**config.mk**
```make
export PLATFORM = sky130hd
export DESIGN_NAME = cpu_clk_seq
export DESIGN_NICKNAME = d
export VERILOG_FILES = /design/src/rtl/clkseq_pkg.sv /design/src/rtl/clkseq_lock_timer.sv /design/src/rtl/clkseq_div_bank.sv /design/src/rtl/cpu_clk_seq.sv
export SDC_FILE = /design/constraint.sdc
export NUM_CORES = 1
export LEC_CHECK = 0
export ABC_CLOCK_PERIOD_IN_PS = 1500
export BUFFER_PORTS_ARGS = -buffer_cell sky130_fd_sc_hd__buf_2
export CAP_MARGIN = 20
export CORE_ASPECT_RATIO = 0.6
export CORE_MARGIN = 3
export CORE_UTILIZATION = 40
export DETAILED_ROUTE_END_ITERATION = 12
export MAX_ROUTING_LAYER = met4
export PLACE_DENSITY = 0.87
export SLEW_MARGIN = 10
export SYNTH_ARGS = -nofsm -noshare
export SYNTH_HDL_FRONTEND = slang
export SYNTH_SLANG_ARGS = --single-unit
```
**constraint.sdc**
```tcl
create_clock -name clk -period 1.5 [get_ports clk]
set_input_delay 0.3 -clock clk [delete_from_list [all_inputs] [get_ports clk]]
set_output_delay 0.3 -clock clk [all_outputs]
set_load 0.03 [all_outputs]
```
**src/rtl/clkseq_pkg.sv**
```systemverilog
// Shared constants, level tables and state type for the clock-change sequencer.
// Assumes five levels, index 0 the fastest; out-of-range indices map to level 4.
package clkseq_pkg;
    localparam int LVL_W   = 3;
    localparam int DIV0_N  = 7;
    localparam int DIV_FW  = 4;
    localparam int DIV0_W  = DIV0_N * DIV_FW;
    localparam int CFG_W   = 32;
    localparam int MP_LSB  = 8;
    localparam logic [2:0]  MUXST_MAIN = 3'd1;
    localparam logic [2:0]  MUXST_ALT  = 3'd2;
    localparam logic [31:0] DIV1_FIELD_MASK = 32'h0000_0077;

    typedef enum logic [3:0] {
        ST_IDLE, ST_D0_WR, ST_D0_WAIT, ST_D1_WR, ST_D1_WAIT,
        ST_ALT_REQ, ST_ALT_WAIT, ST_LOCK_LD, ST_MP_WR, ST_LOCK_WAIT,
        ST_MAIN_WAIT, ST_S_WR
    } seq_state_t;

    // PLL word for a level: M at 25:16, P at 13:8, S at 2:0.
    function automatic logic [CFG_W-1:0] cfg_word(input logic [LVL_W-1:0] lvl);
        logic [9:0] m;
        logic [5:0] p;
        logic [2:0] s;
        case (lvl)
            3'd0:    begin m = 10'd150; p = 6'd3; s = 3'd1; end
            3'd1:    begin m = 10'd250; p = 6'd6; s = 3'd1; end
            3'd2:    begin m = 10'd200; p = 6'd6; s = 3'd1; end
            3'd3:    begin m = 10'd250; p = 6'd6; s = 3'd2; end
            default: begin m = 10'd200; p = 6'd6; s = 3'd3; end
        endcase
        return {6'd0, m, 2'd0, p, 5'd0, s};
    endfunction

    // Upper part of the PLL word that decides whether a relock is needed.
    function automatic logic [CFG_W-MP_LSB-1:0] mp_key(input logic [LVL_W-1:0] lvl);
        logic [CFG_W-1:0] w;
        w = cfg_word(lvl);
        return w[CFG_W-1:MP_LSB];
    endfunction

    // First divider group, field 0 (core) in the lowest nibble.
    function automatic logic [DIV0_W-1:0] div0_word(input logic [LVL_W-1:0] lvl);
        logic [3:0] f_core, f_mem_a, f_mem_b, f_per, f_trc, f_dbg, f_pll;
        f_core = 4'd0; f_mem_a = 4'd3; f_mem_b = 4'd7; f_per = 4'd3;
        f_trc = 4'd3; f_dbg = 4'd1; f_pll = 4'd7;
        case (lvl)
            3'd0, 3'd1: f_trc = 4'd4;
            3'd2, 3'd3: f_trc = 4'd3;
            default: begin
                f_mem_a = 4'd1; f_mem_b = 4'd3; f_per = 4'd1; f_pll = 4'd0;
            end
        endcase
        return {f_pll, f_dbg, f_trc, f_per, f_mem_b, f_mem_a, f_core};
    endfunction

    // Second divider group fields: copy at 6:4, monitor at 2:0.
    function automatic logic [CFG_W-1:0] div1_fields(input logic [LVL_W-1:0] lvl);
        logic [2:0] copy_div;
        case (lvl)
            3'd0:    copy_div = 3'd5;
            3'd1:    copy_div = 3'd4;
            default: copy_div = 3'd3;
        endcase
        return {25'd0, copy_div, 1'b0, 3'd0};
    endfunction
endpackage

```
**src/rtl/clkseq_lock_timer.sv**
```systemverilog
// Lock-wait timer: a down-counter loaded with the lock time; reports lock
// only once the count has expired and the PLL lock input is high.
// Assumes load is a single-cycle strobe issued before the PLL word write.
module clkseq_lock_timer #(
    parameter int LOCK_TIME = 20,
    parameter int CNT_W     = $clog2(LOCK_TIME + 1)
) (
    input  logic clk,
    input  logic rst_n,
    input  logic load,
    input  logic pll_lock,
    output logic locked
);
    logic [CNT_W-1:0] cnt_q;

    // Load on request, otherwise count down to zero and hold.
    always_ff @(posedge clk) begin
        if (!rst_n)             cnt_q <= '0;
        else if (load)          cnt_q <= CNT_W'(LOCK_TIME);
        else if (cnt_q != '0)   cnt_q <= cnt_q - 1'b1;
    end

    assign locked = (cnt_q == '0) && pll_lock;
endmodule

```
**src/rtl/clkseq_div_bank.sv**
```systemverilog
// Divider register with a write mask: only bits set in WMASK take new data,
// the rest keep their reset value. Assumes writes are single-cycle strobes.
module clkseq_div_bank #(
    parameter int           W         = 32,
    parameter logic [W-1:0] RESET_VAL = '0,
    parameter logic [W-1:0] WMASK     = '1
) (
    input  logic         clk,
    input  logic         rst_n,
    input  logic         wr_en,
    input  logic [W-1:0] wr_data,
    output logic [W-1:0] q
);
    // Merge the write data into the masked fields only.
    always_ff @(posedge clk) begin
        if (!rst_n)     q <= RESET_VAL;
        else if (wr_en) q <= (q & ~WMASK) | (wr_data & WMASK);
    end
endmodule

```
**src/rtl/cpu_clk_seq.sv**
```systemverilog
// Clock-change sequencer: accepts a (current, target) level request, orders
// divider and PLL updates by direction, takes the S-only shortcut when M and
// P match, parks the core on the alternate PLL during relock, pulses done.
// Assumes req_cur matches the level the domain is actually at.
module cpu_clk_seq
    import clkseq_pkg::*;
#(
    parameter int          LOCK_TIME  = 20,
    parameter int          INIT_LEVEL = 0,
    parameter logic [31:0] DIV1_INIT  = 32'h0013_0500
) (
    input  logic              clk,
    input  logic              rst_n,
    input  logic              req_valid,
    input  logic [LVL_W-1:0]  req_cur,
    input  logic [LVL_W-1:0]  req_tgt,
    output logic              busy,
    output logic              done,
    output logic              core_src_alt,
    input  logic [2:0]        mux_stat,
    output logic [CFG_W-1:0]  pll_cfg,
    input  logic              pll_lock,
    output logic [DIV0_W-1:0] div0_cfg,
    input  logic [DIV0_N-1:0] div0_busy,
    output logic [CFG_W-1:0]  div1_cfg,
    input  logic [1:0]        div1_busy
);
    localparam logic [LVL_W-1:0]  INIT_L   = LVL_W'(INIT_LEVEL);
    localparam logic [CFG_W-1:0]  DIV1_RST = (DIV1_INIT & ~DIV1_FIELD_MASK) | div1_fields(INIT_L);
    localparam logic [DIV0_W-1:0] DIV0_RST = div0_word(INIT_L);

    seq_state_t       state_q, state_d, after_pll, after_div;
    logic [LVL_W-1:0] tgt_q;
    logic             faster_q, full_q, alt_q, done_q;
    logic [CFG_W-1:0] cfg_q, tgt_word;
    logic             accept, d0_we, d1_we, tmr_load, locked, mp_differ, same_req;

    assign tgt_word  = cfg_word(tgt_q);
    assign mp_differ = mp_key(req_cur) != mp_key(req_tgt);
    assign same_req  = req_valid && (req_cur == req_tgt);

    clkseq_lock_timer #(.LOCK_TIME(LOCK_TIME)) u_timer (
        .clk(clk), .rst_n(rst_n), .load(tmr_load), .pll_lock(pll_lock), .locked(locked)
    );

    clkseq_div_bank #(.W(DIV0_W), .RESET_VAL(DIV0_RST), .WMASK({DIV0_W{1'b1}})) u_div0 (
        .clk(clk), .rst_n(rst_n), .wr_en(d0_we), .wr_data(div0_word(tgt_q)), .q(div0_cfg)
    );

    clkseq_div_bank #(.W(CFG_W), .RESET_VAL(DIV1_RST), .WMASK(DIV1_FIELD_MASK)) u_div1 (
        .clk(clk), .rst_n(rst_n), .wr_en(d1_we), .wr_data(div1_fields(tgt_q)), .q(div1_cfg)
    );

    // Next state and single-cycle strobes of the sequence.
    always_comb begin
        state_d  = state_q;
        accept   = 1'b0;
        d0_we    = 1'b0;
        d1_we    = 1'b0;
        tmr_load = 1'b0;
        after_pll = faster_q ? ST_IDLE : ST_D0_WR;
        after_div = faster_q ? (full_q ? ST_ALT_REQ : ST_S_WR) : ST_IDLE;
        case (state_q)
            ST_IDLE: begin
                if (req_valid && (req_cur != req_tgt)) begin
                    accept = 1'b1;
                    if (req_tgt < req_cur) state_d = ST_D0_WR;
                    else if (mp_differ)    state_d = ST_ALT_REQ;
                    else                   state_d = ST_S_WR;
                end
            end
            ST_D0_WR:     begin d0_we = 1'b1; state_d = ST_D0_WAIT; end
            ST_D0_WAIT:   if (div0_busy == '0) state_d = ST_D1_WR;
            ST_D1_WR:     begin d1_we = 1'b1; state_d = ST_D1_WAIT; end
            ST_D1_WAIT:   if (div1_busy == '0) state_d = after_div;
            ST_ALT_REQ:   state_d = ST_ALT_WAIT;
            ST_ALT_WAIT:  if (mux_stat == MUXST_ALT) state_d = ST_LOCK_LD;
            ST_LOCK_LD:   begin tmr_load = 1'b1; state_d = ST_MP_WR; end
            ST_MP_WR:     state_d = ST_LOCK_WAIT;
            ST_LOCK_WAIT: if (locked) state_d = ST_MAIN_WAIT;
            ST_MAIN_WAIT: if (mux_stat == MUXST_MAIN) state_d = after_pll;
            ST_S_WR:      state_d = after_pll;
            default:      state_d = ST_IDLE;
        endcase
    end

    // State, request capture, source select, PLL word and done pulse.
    always_ff @(posedge clk) begin
        if (!rst_n) begin
            state_q  <= ST_IDLE;
            tgt_q    <= INIT_L;
            faster_q <= 1'b0;
            full_q   <= 1'b0;
            alt_q    <= 1'b0;
            done_q   <= 1'b0;
            cfg_q    <= cfg_word(INIT_L);
        end else begin
            state_q <= state_d;
            done_q  <= ((state_q == ST_IDLE) && same_req) ||
                       ((state_q != ST_IDLE) && (state_d == ST_IDLE));
            if (accept) begin
                tgt_q    <= req_tgt;
                faster_q <= req_tgt < req_cur;
                full_q   <= mp_differ;
            end
            if (state_q == ST_ALT_REQ)             alt_q <= 1'b1;
            if ((state_q == ST_LOCK_WAIT) && locked) alt_q <= 1'b0;
            if (state_q == ST_MP_WR)               cfg_q <= tgt_word;
            if (state_q == ST_S_WR)                cfg_q[2:0] <= tgt_word[2:0];
        end
    end

    assign busy         = state_q != ST_IDLE;
    assign done         = done_q;
    assign core_src_alt = alt_q;
    assign pll_cfg      = cfg_q;
endmodule

```
==> results of run 1 <==
==> area by class of cell <==
type                    instances  area share
clock buffers                   7      0.0359
clock inverters                 1     0.00187
inverters                      12      0.0168
multi-input cells             206       0.481
flip-flops and latches         29       0.220
well taps                      63      0.0294
repair buffers                 87       0.215
==> cell families after synthesis <==
group / count (synthesis)
AOI/OAI and AO/OA: 48
buffers and inverters: 98
DFF: 29
muxes: 3
other: 2
xor gates and xnor gates: 3
adders and majority gates: 5
and+or+nand+nor: 77
==> cells in the mapped netlist (3+ instances only) <==
library cell / n / area, um^2
sky130_fd_sc_hd__nor2b_1: 4 / 25.0
sky130_fd_sc_hd__clkbuf_1: 3 / 11.3
sky130_fd_sc_hd__dfxtp_1: 29 / 581
sky130_fd_sc_hd__nand3_1: 4 / 20.0
sky130_fd_sc_hd__a21o_1: 3 / 22.5
sky130_fd_sc_hd__inv_1: 12 / 45.0
sky130_fd_sc_hd__a21oi_1: 16 / 80.1
sky130_fd_sc_hd__ha_1: 5 / 62.6
sky130_fd_sc_hd__mux2i_1: 3 / 30.0
sky130_fd_sc_hd__a31oi_1: 4 / 25.0
sky130_fd_sc_hd__nor3_1: 7 / 35.0
sky130_fd_sc_hd__o21ai_0: 4 / 20.0
sky130_fd_sc_hd__o21a_1: 3 / 22.5
sky130_fd_sc_hd__nor2_1: 22 / 82.6
sky130_fd_sc_hd__nand2_1: 17 / 63.8
sky130_fd_sc_hd__nand2b_1: 7 / 43.8
sky130_fd_sc_hd__buf_4: 81 / 608
==> power by group <==
part,switching (uW),internal [uW],leakage (uW)
Sequential,162,915,0.000240
Combinational,1030,806,0.000996
Clock,317,414,0.0000542
==> timing repair <==
item | in CTS | in global routing
resized for setup | 19 | 21
pin swaps | 4 | 5
buffers inserted | 8 | 1
gates cloned | 0 | 0
setup endpoints to repair | 10 | 27
==> metrics by stage <==
step | setup TNS, ps | std cells | instance area [um^2] | util | worst slack [ps]
floorplan | -9.34 | 333 | 2410 | - | -9.34
global placement | -474 | 388 | 2350 | 0.484 | -147
detailed placement | -674 | 388 | 2350 | 0.484 | -169
CTS | -287 | 404 | 2590 | 0.534 | -116
global route | -542 | 405 | 2680 | 0.553 | -111
finish | -123 | 405 | 2680 | 0.553 | -59.4
==> worst register-to-register path, cell delays in order (launching register included) <==
cell and delay, ps:
sky130_fd_sc_hd__dfxtp_2 380, sky130_fd_sc_hd__buf_4 160, sky130_fd_sc_hd__nand2_1 100, sky130_fd_sc_hd__a21boi_1 210, sky130_fd_sc_hd__a2bb2oi_2 200, sky130_fd_sc_hd__nand4_1 160
sky130_fd_sc_hd__o31ai_2 250
==> path summary, 6_finish.rpt <==
kind                                  start     endpoint  cells after the start
worst max-delay path             state_q[1]         busy                      4
worst min-delay path                  rst_n  u_div1.q[4]                      2
worst max register to register   state_q[0]         done                      6
worst min register to register  u_div1.q[6]  u_div1.q[6]                      1
==> layer usage <==
| metal | GRT usage | vias up | wire length, um |
|---|---|---|---|
| li1 | - | 894 | - |
| met1 | 0.224 | 844 | 2250 |
| met2 | 0.219 | 90 | 2250 |
| met3 | 0.0446 | 5 | 550 |
| met4 | 0.0403 | 0 | 33 |
| met5 | - | - | 0 |
==> sequential cells by signal (all words and copies together) (netlist names) <==
name           flops
core_src_alt       1
done               1
faster_q           1
full_q             1
pll_cfg            7
state_q            4
tgt_q              3
u_div0.q           3
u_div1.q           3
u_timer.cnt_q      5
==> impl_summary.txt, run 1 <==
----------------------------------------------------
[Run status]
  Result of the run ... complete, but fails checks
  Failing checks ... setup timing

[Synth]
  Share of synthesized area occupied by flip-flops and latches ... 0.272
  Warning count from the yosys run ... 0
  Dominant synthesized flop cell ... sky130_fd_sc_hd__dfxtp_1
  Simple-gate area share of the yosys netlist ... 0.198
  Synth Area in Compound Gates ... 0.156
  Largest family of logic cells by synthesized area ... buffers and inverters
  Share of flip-flops with an asynchronous set or reset after synthesis ... 0
  Post-Synth XOR/XNOR Area ... 0.0123
  EDFF count, synth ... 0
  Post-synthesis adder-cell area fraction ... 0.0293
  Gate count after technology mapping ... 265
  Post-Synthesis Cell Area ... 0.00214 mm^2
  Mux share of post-synthesis cell area ... 0.0140
  FF+latch count, synth ... 29
  Per-instance average area after synthesis ... 8.07 um^2
  Count of distinct cell types in the synthesized netlist ... 51

[Timing]
  Hold WS ... 339 ps
  Final Hold Viols ... 0
  Setup WS post-layout ... -59.4 ps
  Setup violation total in the final timing report ... 3
  Unrepaired setup endpoints after global routing ... yes
  Final critical path time including I/O delays and setup ... 1560 ps
  Highest clock rate ... 0.641 GHz
  Final Max Tran Viols ... 0
  Worst clock skew ... 5.82 ps
  Final period util ... 1.04

[Global routing]
  Total routing resource utilization after global routing ... 0.158
  Largest net degree at the start of global routing ... 14
  Via count of the first global-routing pass ... 1605
  Number of antenna violations at the first check in global routing ... 0
  First-pass GRT wire length ... 7670 um
  Remaining global-route overflow ... 0

[Flow run]
  Max-cap violation count ... 0

[Clocking]
  CTS root buf ... sky130_fd_sc_hd__clkbuf_8
  Number of levels in the clock H-tree ... 2
  Count of hold buffers inserted by post-cts repair ... 0
  Total number of clock tree sinks ... 29
  Latest clock arrival within the worst-skew pair ... 280 ps
  Maximum buffer depth of the clock tree ... 2
  Clock input transition at the sequential cells of the worst setup and hold paths ... 70 ps
  Number of clock buffers inserted by TritonCTS ... 5
  CTS tree ... built

[Critical path]
  CP peak stage delay ... 380 ps
  Crit path cell chain ... nor4_4, buf_4, inv_2, buf_6
  Crit path buffers/inverters ... 3
  Worst setup SP type ... register
  Worst-path fanout max ... 7
  Crit-path slowest cell ... sky130_fd_sc_hd__dfxtp_4
  Critical Path Sink Type ... output pin
  Worst reg-to-reg setup slack ... -40 ps
  Required time reported for the critical path endpoint ... 1200 ps
  Top delay family on crit path ... flip-flops
  Arr. time, crit path ... 1260 ps
  Class of the most critical setup path ... register to output pin

[Route]
  Detailed-route DRC error count ... 0
  Total detailed-routing wirelength ... 5080 um
  Vias per cell ... 4.53
  Detailed Route Iter0 Violations ... 76
  Antenna-violating nets left ... 0
  Initial DRT Pass Iterations ... 4
  Post-DR wirelength/cell ... 12.5 um
  Total via count in the routed design ... 1833

[Cells and area]
  Area grow syn2layout ... 25.3%
  Commonest non-fill, non-tap cells in the layout ... sky130_fd_sc_hd__conb_1 (70), sky130_fd_sc_hd__buf_2 (45), sky130_fd_sc_hd__buf_4 (36), sky130_fd_sc_hd__dfxtp_1 (23), sky130_fd_sc_hd__nor2_1 (22)
  Multi-input gate area in the final layout ... 0.00129 mm^2
  Final-stage net count ... 368
  Count of inserted antenna diode cells ... 0
  Number of fillers in the final layout ... 466
  FF/Latch Area ... 591 um^2
  Share of final-layout standard cells stronger than drive strength 1 ... 0.386
  Most frequent standard cell in the layout excluding fill and tap cells ... sky130_fd_sc_hd__conb_1

[Power and ir drop]
  Worst vdd ir ... 594 uV
  Total power per unit cell area ... 1360 mW/mm^2
  Leakage power total ... 0.00129 uW
  Tot Pwr ... 3650 uW

[Floorplanning]
  Core ar. ... 0.00485 mm^2
  Initial Utilization ... 0.441
  Die area ... 0.00629 mm^2
  # IOs ... 117
  Number of rows in the core area ... 19
  Overall die width ... 100 um
  Die Height ... 62.6 um

[Placement]
  Weighted congestion at the end of routability-driven global placement ... 0.997
  Port-buffer cells ... 46
  Detailed Place HPWL ... 3960 um

[Min path]
  Worst min-delay path category ... input pin to register

----------------------------------------------------
Power figures use the tool's default switching activity.
==> run 2: changes to the inputs <==
PLACE_DENSITY = 0.74   (was 0.87)
==> impl_summary.txt, run 2 (synthesis gave the netlist of run 1 again) <==
----------------------------------------------------
[Run status]
  Result of the run ... complete, but fails checks
  Failing checks ... setup timing

[Power and ir drop]
  Worst vdd ir ... 553 uV (-6.8%)
  Internal power summed over all cells ... 2050 uW (-4.0%)
  Portion of total power attributed to sequential cells ... 0.302 (+0.007)
  Logic pwr share ... 0.519 (+0.015)
  Total power per unit cell area ... 1360 mW/mm^2 (-0.42%)
  Net Switching ... 1500 uW (-0.81%)
  Clock share of power ... 0.179 (-0.021)
  Leakage power total ... 0.00127 uW (-1.6%)
  Proportion of total power due to net switching ... 0.423 (+0.00805)

[Floorplanning]
  Initial Utilization ... 0.441 (unchanged)
  Die area ... 0.00629 mm^2 (unchanged)
  Number of rows in the core area ... 19 (unchanged)
  Die Height ... 62.6 um (unchanged)
  # IOs ... 117 (unchanged)
  Overall die width ... 100 um (unchanged)
  Core ar. ... 0.00485 mm^2 (unchanged)

[Timing]
  Unrepaired setup endpoints after global routing ... yes
  Final critical path time including I/O delays and setup ... 1550 ps (-11.8 ps)
  Final period util ... 1.03 (-0.00788)
  Setup WS post-layout ... -47.5 ps (+11.8 ps)
  Hold WS ... 284 ps (-55.5 ps)
  Setup violation total in the final timing report ... 3 (unchanged)
  Final Hold Viols ... 0 (unchanged)
  Highest clock rate ... 0.646 GHz (+0.76%)
  Worst clock skew ... 5.02 ps (-0.801 ps)
  Final Max Tran Viols ... 0 (unchanged)

[Critical path]
  Critical Path Sink Type ... register
  Arr. time, crit path ... 1740 ps (+480 ps)
  Crit path cell chain ... inv_2, ha_4, nor4b_4, and2_4, o21a_1, o311ai_4, o31ai_2
  CP peak stage delay ... 320 ps (-60 ps)
  Top delay family on crit path ... compound AO/OA/AOI/OAI gates
  Worst-path fanout max ... 2 (-5)
  Class of the most critical setup path ... register to register
  Crit path buffers/inverters ... 1 (-2)
  Crit-path slowest cell ... sky130_fd_sc_hd__dfxtp_2
  Worst setup SP type ... register
  Required time reported for the critical path endpoint ... 1690 ps (+490 ps)

[Cells and area]
  Utilization after layout ... 0.540 (-0.0126)
  Share of final-layout standard cells stronger than drive strength 1 ... 0.374 (-0.0121)
  Count of inserted antenna diode cells ... 0 (unchanged)
  Area grow syn2layout ... 22.5%
  FF/Latch Area ... 593 um^2 (+0.42%)
  Post-route standard cell area excluding fillers ... 0.00262 mm^2 (-2.3%)
  Multi-input gate area in the final layout ... 0.00125 mm^2 (-3.1%)
  Number of fillers in the final layout ... 475 (+1.9%)
  Commonest non-fill, non-tap cells in the layout ... sky130_fd_sc_hd__conb_1 (70), sky130_fd_sc_hd__buf_2 (45), sky130_fd_sc_hd__buf_4 (44), sky130_fd_sc_hd__dfxtp_1 (23), sky130_fd_sc_hd__nor2_1 (22)
  Flip-flop count of the largest register, all copies and words added ... 7 (unchanged)
  Most frequent standard cell in the layout excluding fill and tap cells ... sky130_fd_sc_hd__conb_1
  Final-stage net count ... 371 (+0.82%)

[Global routing]
  Largest net degree at the start of global routing ... 12 (-2)
  Remaining global-route overflow ... 0 (unchanged)
  First-pass GRT wire length ... 7140 um (-6.9%)
  Number of antenna violations at the first check in global routing ... 0 (unchanged)
  Via count of the first global-routing pass ... 1506 (-6.2%)
  Total routing resource utilization after global routing ... 0.147 (-0.0113)

[Placement]
  Port-buffer cells ... 46 (unchanged)
  Place WS ... -241 ps (-72.2 ps)
  Placed Area ... 0.00236 mm^2 (+0.43%)
  Detailed Place HPWL ... 3980 um (+0.40%)
  Weighted congestion at the end of routability-driven global placement ... 0.933 (-6.4%)

[Route]
  Detailed Route Iter0 Violations ... 91 (+20%)
  Initial DRT Pass Iterations ... 4 (unchanged)
  Met3 Wirelength ... 489 um (-11%)
  Routed wl met2 ... 2020 um (-10%)
  Post-DR wirelength/cell ... 12.1 um (-3.9%)
  Met1 wire length ... 2390 um (+6.5%)
  Antenna-violating nets left ... 0 (unchanged)
  Detailed-route DRC error count ... 0 (unchanged)
  Vias per cell ... 4.36 (-3.7%)
  Total detailed-routing wirelength ... 4920 um (-3.2%)
  Top routing layer used ... met4
  Total via count in the routed design ... 1779 (-2.9%)

[Flow run]
  Max-cap violation count ... 0 (unchanged)

[Clocking]
  Latest clock arrival within the worst-skew pair ... 280 ps (about the same)
  Count of hold buffers inserted by post-cts repair ... 0 (unchanged)
  CTS root buf ... sky130_fd_sc_hd__clkbuf_8
  CTS tree ... built
  Total number of clock tree sinks ... 29 (unchanged)
  Number of clock buffers inserted by TritonCTS ... 5 (unchanged)
  Clock input transition at the sequential cells of the worst setup and hold paths ... 70 ps (about the same)
  Number of levels in the clock H-tree ... 2 (unchanged)
  Maximum buffer depth of the clock tree ... 2 (unchanged)

[Min path]
  Worst min-delay path category ... input pin to register

----------------------------------------------------
[run 2: cell types whose count changed in the layout (fill, tap and decap cells not counted), sizes merged]
cell / before / now
buf: 87 / 90
clkbuf: 7 / 5
clkinv: 1 / 2
clkinvlp: 0 / 1
[run 2: routing by layer]
| layer | track usage | vias up |
|---|---|---|
| met5 | - | - |
| met4 | 0.0353 | 0 |
| met3 | 0.0513 | 4 |
| met2 | 0.186 | 84 |
| met1 | 0.217 | 791 |
| li1 | - | 900 |
[run 2: power by group through the flow]
| stage | Combinational [uW] | Clock [uW] | Sequential [uW] |
|---|---|---|---|
| final | 1840 | 636 | 1070 |
| after global routing | 2000 | 694 | 1090 |
| after CTS | 1750 | 642 | 1070 |
| after detailed placement | 1590 | 0 | 1080 |
| after global placement | 1560 | 0 | 1070 |
| after floorplan | 1230 | 0 | 1110 |
[run 2: worst paths after layout]
check                        start      endpoint  slack (ps)  depth (start not counted)
hold / removal               rst_n    state_q[0]         280                          2
setup reg to reg  u_timer.cnt_q[0]          done         -50                          7
hold reg to reg       u_div0.q[18]  u_div0.q[18]         460                          1
setup / recovery  u_timer.cnt_q[0]          done         -50                          7
[run 2: through the flow]
| stage | std cells | total power, uW | TNS (ps) |
|---|---|---|---|
| floorplan | 333 | 2340 | -9.34 |
| global placement | 391 | 2620 | -495 |
| detailed placement | 391 | 2660 | -1070 |
| CTS | 404 | 3470 | -93.1 |
| global route | 408 | 3780 | -561 |
| finish | 408 | 3550 | -102 |
[run 2: cell type report]
class	instances	area share
multi-input cells	206	0.477
inverters	12	0.0172
clock inverters	3	0.00669
well taps	63	0.0301
clock buffers	5	0.0263
flip-flops and latches	29	0.226
repair buffers	90	0.216
[run 2: what timing repair did]
item                       in CTS  in global routing
pin swaps                       2                  4
setup buffers                   5                  4
setup endpoints to repair      10                 13
gates resized for setup        17                 12
[run 2: worst register-to-register path, delay by kind of cell (launching register included)]
kind                       cells  cell delay, ps
AOI/OAI and AO/OA              3             530
and+or+nand+nor                2             400
DFF                            1             320
buffers and inverters          1              80
adders and majority gates      1             130
==> run 3: changes to the inputs <==
--- a/config.mk
+++ b/config.mk
@@ -6,9 +6,8 @@
 export NUM_CORES = 1
 export LEC_CHECK = 0
-export ABC_CLOCK_PERIOD_IN_PS = 1500
 export BUFFER_PORTS_ARGS = -buffer_cell sky130_fd_sc_hd__buf_2
 export CAP_MARGIN = 20
 export CORE_ASPECT_RATIO = 0.6
-export CORE_MARGIN = 3
+export CORE_MARGIN = 5
 export CORE_UTILIZATION = 40
 export DETAILED_ROUTE_END_ITERATION = 12
==> constraint.sdc (replaced) <==
create_clock -name clk -period 1.5 [get_ports clk]
set_input_delay 0.3 -clock clk [delete_from_list [all_inputs] [get_ports clk]]
set_output_delay 0.3 -clock clk [all_outputs]
set_load 0.02 [all_outputs]
==> impl_summary.txt, run 3 (synthesis gave the netlist of run 1 again) <==
----------------------------------------------------
[Run status]
  Result of the run ... complete, but fails checks
  Failing checks ... setup timing

[Cells and area]
  Final-stage net count ... 370 (-0.27%)
  Most frequent standard cell in the layout excluding fill and tap cells ... sky130_fd_sc_hd__conb_1
  Count of inserted antenna diode cells ... 0 (unchanged)
  Post-route standard cell area excluding fillers ... 0.00270 mm^2 (+2.9%)
  Share of final-layout standard cells stronger than drive strength 1 ... 0.381 (+0.00690)
  Flip-flop count of the largest register, all copies and words added ... 7 (unchanged)
  Commonest non-fill, non-tap cells in the layout ... sky130_fd_sc_hd__conb_1 (70), sky130_fd_sc_hd__buf_2 (45), sky130_fd_sc_hd__buf_4 (38), sky130_fd_sc_hd__dfxtp_1 (23), sky130_fd_sc_hd__nor2_1 (22)
  Area grow syn2layout ... 26.0%

[Timing]
  Setup Total Neg Slack ... -45.5 ps (+56.4 ps)
  Highest clock rate ... 0.653 GHz (+1.0%)
  Final period util ... 1.02 (-0.0107)
  Final Hold Viols ... 0 (unchanged)
  Final critical path time including I/O delays and setup ... 1530 ps (-16.0 ps)
  Hold WS ... 386 ps (+102 ps)
  Worst clock skew ... 10.2 ps (+5.20 ps)
  Setup violation total in the final timing report ... 2 (-1)
  Setup WS post-layout ... -31.5 ps (+16.0 ps)
  Unrepaired setup endpoints after global routing ... yes
  Final Max Tran Viols ... 0 (unchanged)

[Floorplanning]
  Die area ... 0.00696 mm^2 (+11%)
  Die Height ... 66.6 um (+6.4%)
  Number of rows in the core area ... 20 (+1)
  # IOs ... 117 (unchanged)
  Initial Utilization ... 0.417 (-0.0241)
  Core ar. ... 0.00513 mm^2 (+5.8%)
  Overall die width ... 104 um (+4.0%)

[Clocking]
  CTS root buf ... sky130_fd_sc_hd__clkbuf_8
  Maximum buffer depth of the clock tree ... 2 (unchanged)
  Number of clock buffers inserted by TritonCTS ... 5 (unchanged)
  Clock input transition at the sequential cells of the worst setup and hold paths ... 50 ps (-20 ps)
  Total number of clock tree sinks ... 29 (unchanged)
  Number of levels in the clock H-tree ... 2 (unchanged)
  CTS tree ... built
  Latest clock arrival within the worst-skew pair ... 290 ps (about the same)
  Count of hold buffers inserted by post-cts repair ... 0 (unchanged)

[Global routing]
  First-pass GRT wire length ... 7780 um (+8.9%)
  Largest net degree at the start of global routing ... 13 (+1)
  Total routing resource utilization after global routing ... 0.147 (about the same)
  Via count of the first global-routing pass ... 1638 (+8.8%)
  Number of antenna violations at the first check in global routing ... 0 (unchanged)
  Remaining global-route overflow ... 0 (unchanged)

[Power and ir drop]
  Worst vdd ir ... 509 uV (-8.0%)
  Total power per unit cell area ... 1290 mW/mm^2 (-4.6%)
  Leakage power total ... 0.00130 uW (+2.3%)

[Critical path]
  Launch point of the critical path ... state_q[1]
  Worst-path fanout max ... 7 (+5)
  Critical Path Sink Type ... output pin
  Startpoint of the most critical register-to-register path ... state_q[0]
  Required time reported for the critical path endpoint ... 1200 ps (-490 ps)
  Worst setup SP type ... register
  Class of the most critical setup path ... register to output pin
  Arr. time, crit path ... 1230 ps (-510 ps)

[Route]
  Post-DR wirelength/cell ... 12.5 um (+4.0%)
  Detailed Route Iter0 Violations ... 93 (+2.2%)
  Antenna-violating nets left ... 0 (unchanged)
  Detailed-route DRC error count ... 0 (unchanged)
  Initial DRT Pass Iterations ... 4 (unchanged)
  Total via count in the routed design ... 1794 (+0.84%)
  Vias per cell ... 4.38 (+0.35%)
  Total detailed-routing wirelength ... 5140 um (+4.5%)

[Min path]
  Worst min-delay path category ... input pin to register
  Min-Delay Startpoint ... req_tgt[2]

[Placement]
  Port-buffer cells ... 46 (unchanged)
  Placed Area ... 0.00239 mm^2 (+1.3%)
  Detailed Place HPWL ... 4050 um (+1.9%)
  Weighted congestion at the end of routability-driven global placement ... 0.967 (+3.6%)

[Flow run]
  Max-cap violation count ... 0 (unchanged)

----------------------------------------------------
-- run 3: cell types whose count changed in the layout (fill, tap and decap cells not counted), moves of 2 or more --
cell and delta:
sky130_fd_sc_hd__buf_6 +3, sky130_fd_sc_hd__buf_4 -6, sky130_fd_sc_hd__a21oi_2 +2, sky130_fd_sc_hd__a21oi_1 -2
sky130_fd_sc_hd__clkbuf_8 +2
-- run 3: path summary, 6_finish.rpt --
path | endpoint | slack, ps | cells after the start
worst max-delay path | busy | -30 | 4
worst min register to register | u_div1.q[5] | 450 | 2
worst min-delay path | tgt_q[2] | 390 | 4
worst max register to register | done | -10 | 6
-- run 3: worst max-delay path: stages (launching register included) --
cell and delay (ps):
sky130_fd_sc_hd__dfxtp_4 370, sky130_fd_sc_hd__nor4_4 280, sky130_fd_sc_hd__buf_4 160, sky130_fd_sc_hd__inv_2 30, sky130_fd_sc_hd__buf_6 120
-- run 3: final cells by class --
class,instances,area (um^2)
Multi-Input combinational cell,206,1280
Clock buffer,7,96.3
Fill cell,470,2430
Clock inverter,1,5.00
Tap cell,66,82.6
Inverter,12,45.0
Sequential cell,29,593
Timing Repair Buffer,89,591
-- run 3: timing repair --
action / 4_1_cts / 5_1_grt
setup buffers: 6 / 0
setup endpoints to repair: 9 / 22
pin swaps: 8 / 5
resized for setup: 18 / 20
-- run 3: per-stage QoR --
stage / worst slack (ps) / instances / total power [uW] / util
after floorplan: -9.34 / 333 / 2200 / -
after global placement: -148 / 396 / 2500 / 0.465
after detailed placement: -155 / 396 / 2540 / 0.465
after CTS: -119 / 410 / 3440 / 0.506
after global routing: -102 / 410 / 3720 / 0.525
final: -31.5 / 410 / 3480 / 0.525
-- run 3: routing by layer --
| layer | up-vias | GRT usage | part of all wire |
|---|---|---|---|
| met1 | 805 | 0.197 | 0.45 |
| met2 | 72 | 0.207 | 0.44 |
| met5 | - | - | 0 |
| met4 | 0 | 0.0533 | 0.014 |
| met3 | 9 | 0.0465 | 0.098 |
| li1 | 908 | - | - |
-- run 3: where the power goes --
| group | total (uW) | internal (uW) | leakage [uW] | switching, uW |
|---|---|---|---|---|
| logic | 1700 | 812 | 0.00100 | 883 |
| registers | 1080 | 916 | 0.000240 | 166 |
| clock network | 708 | 414 | 0.0000542 | 294 |
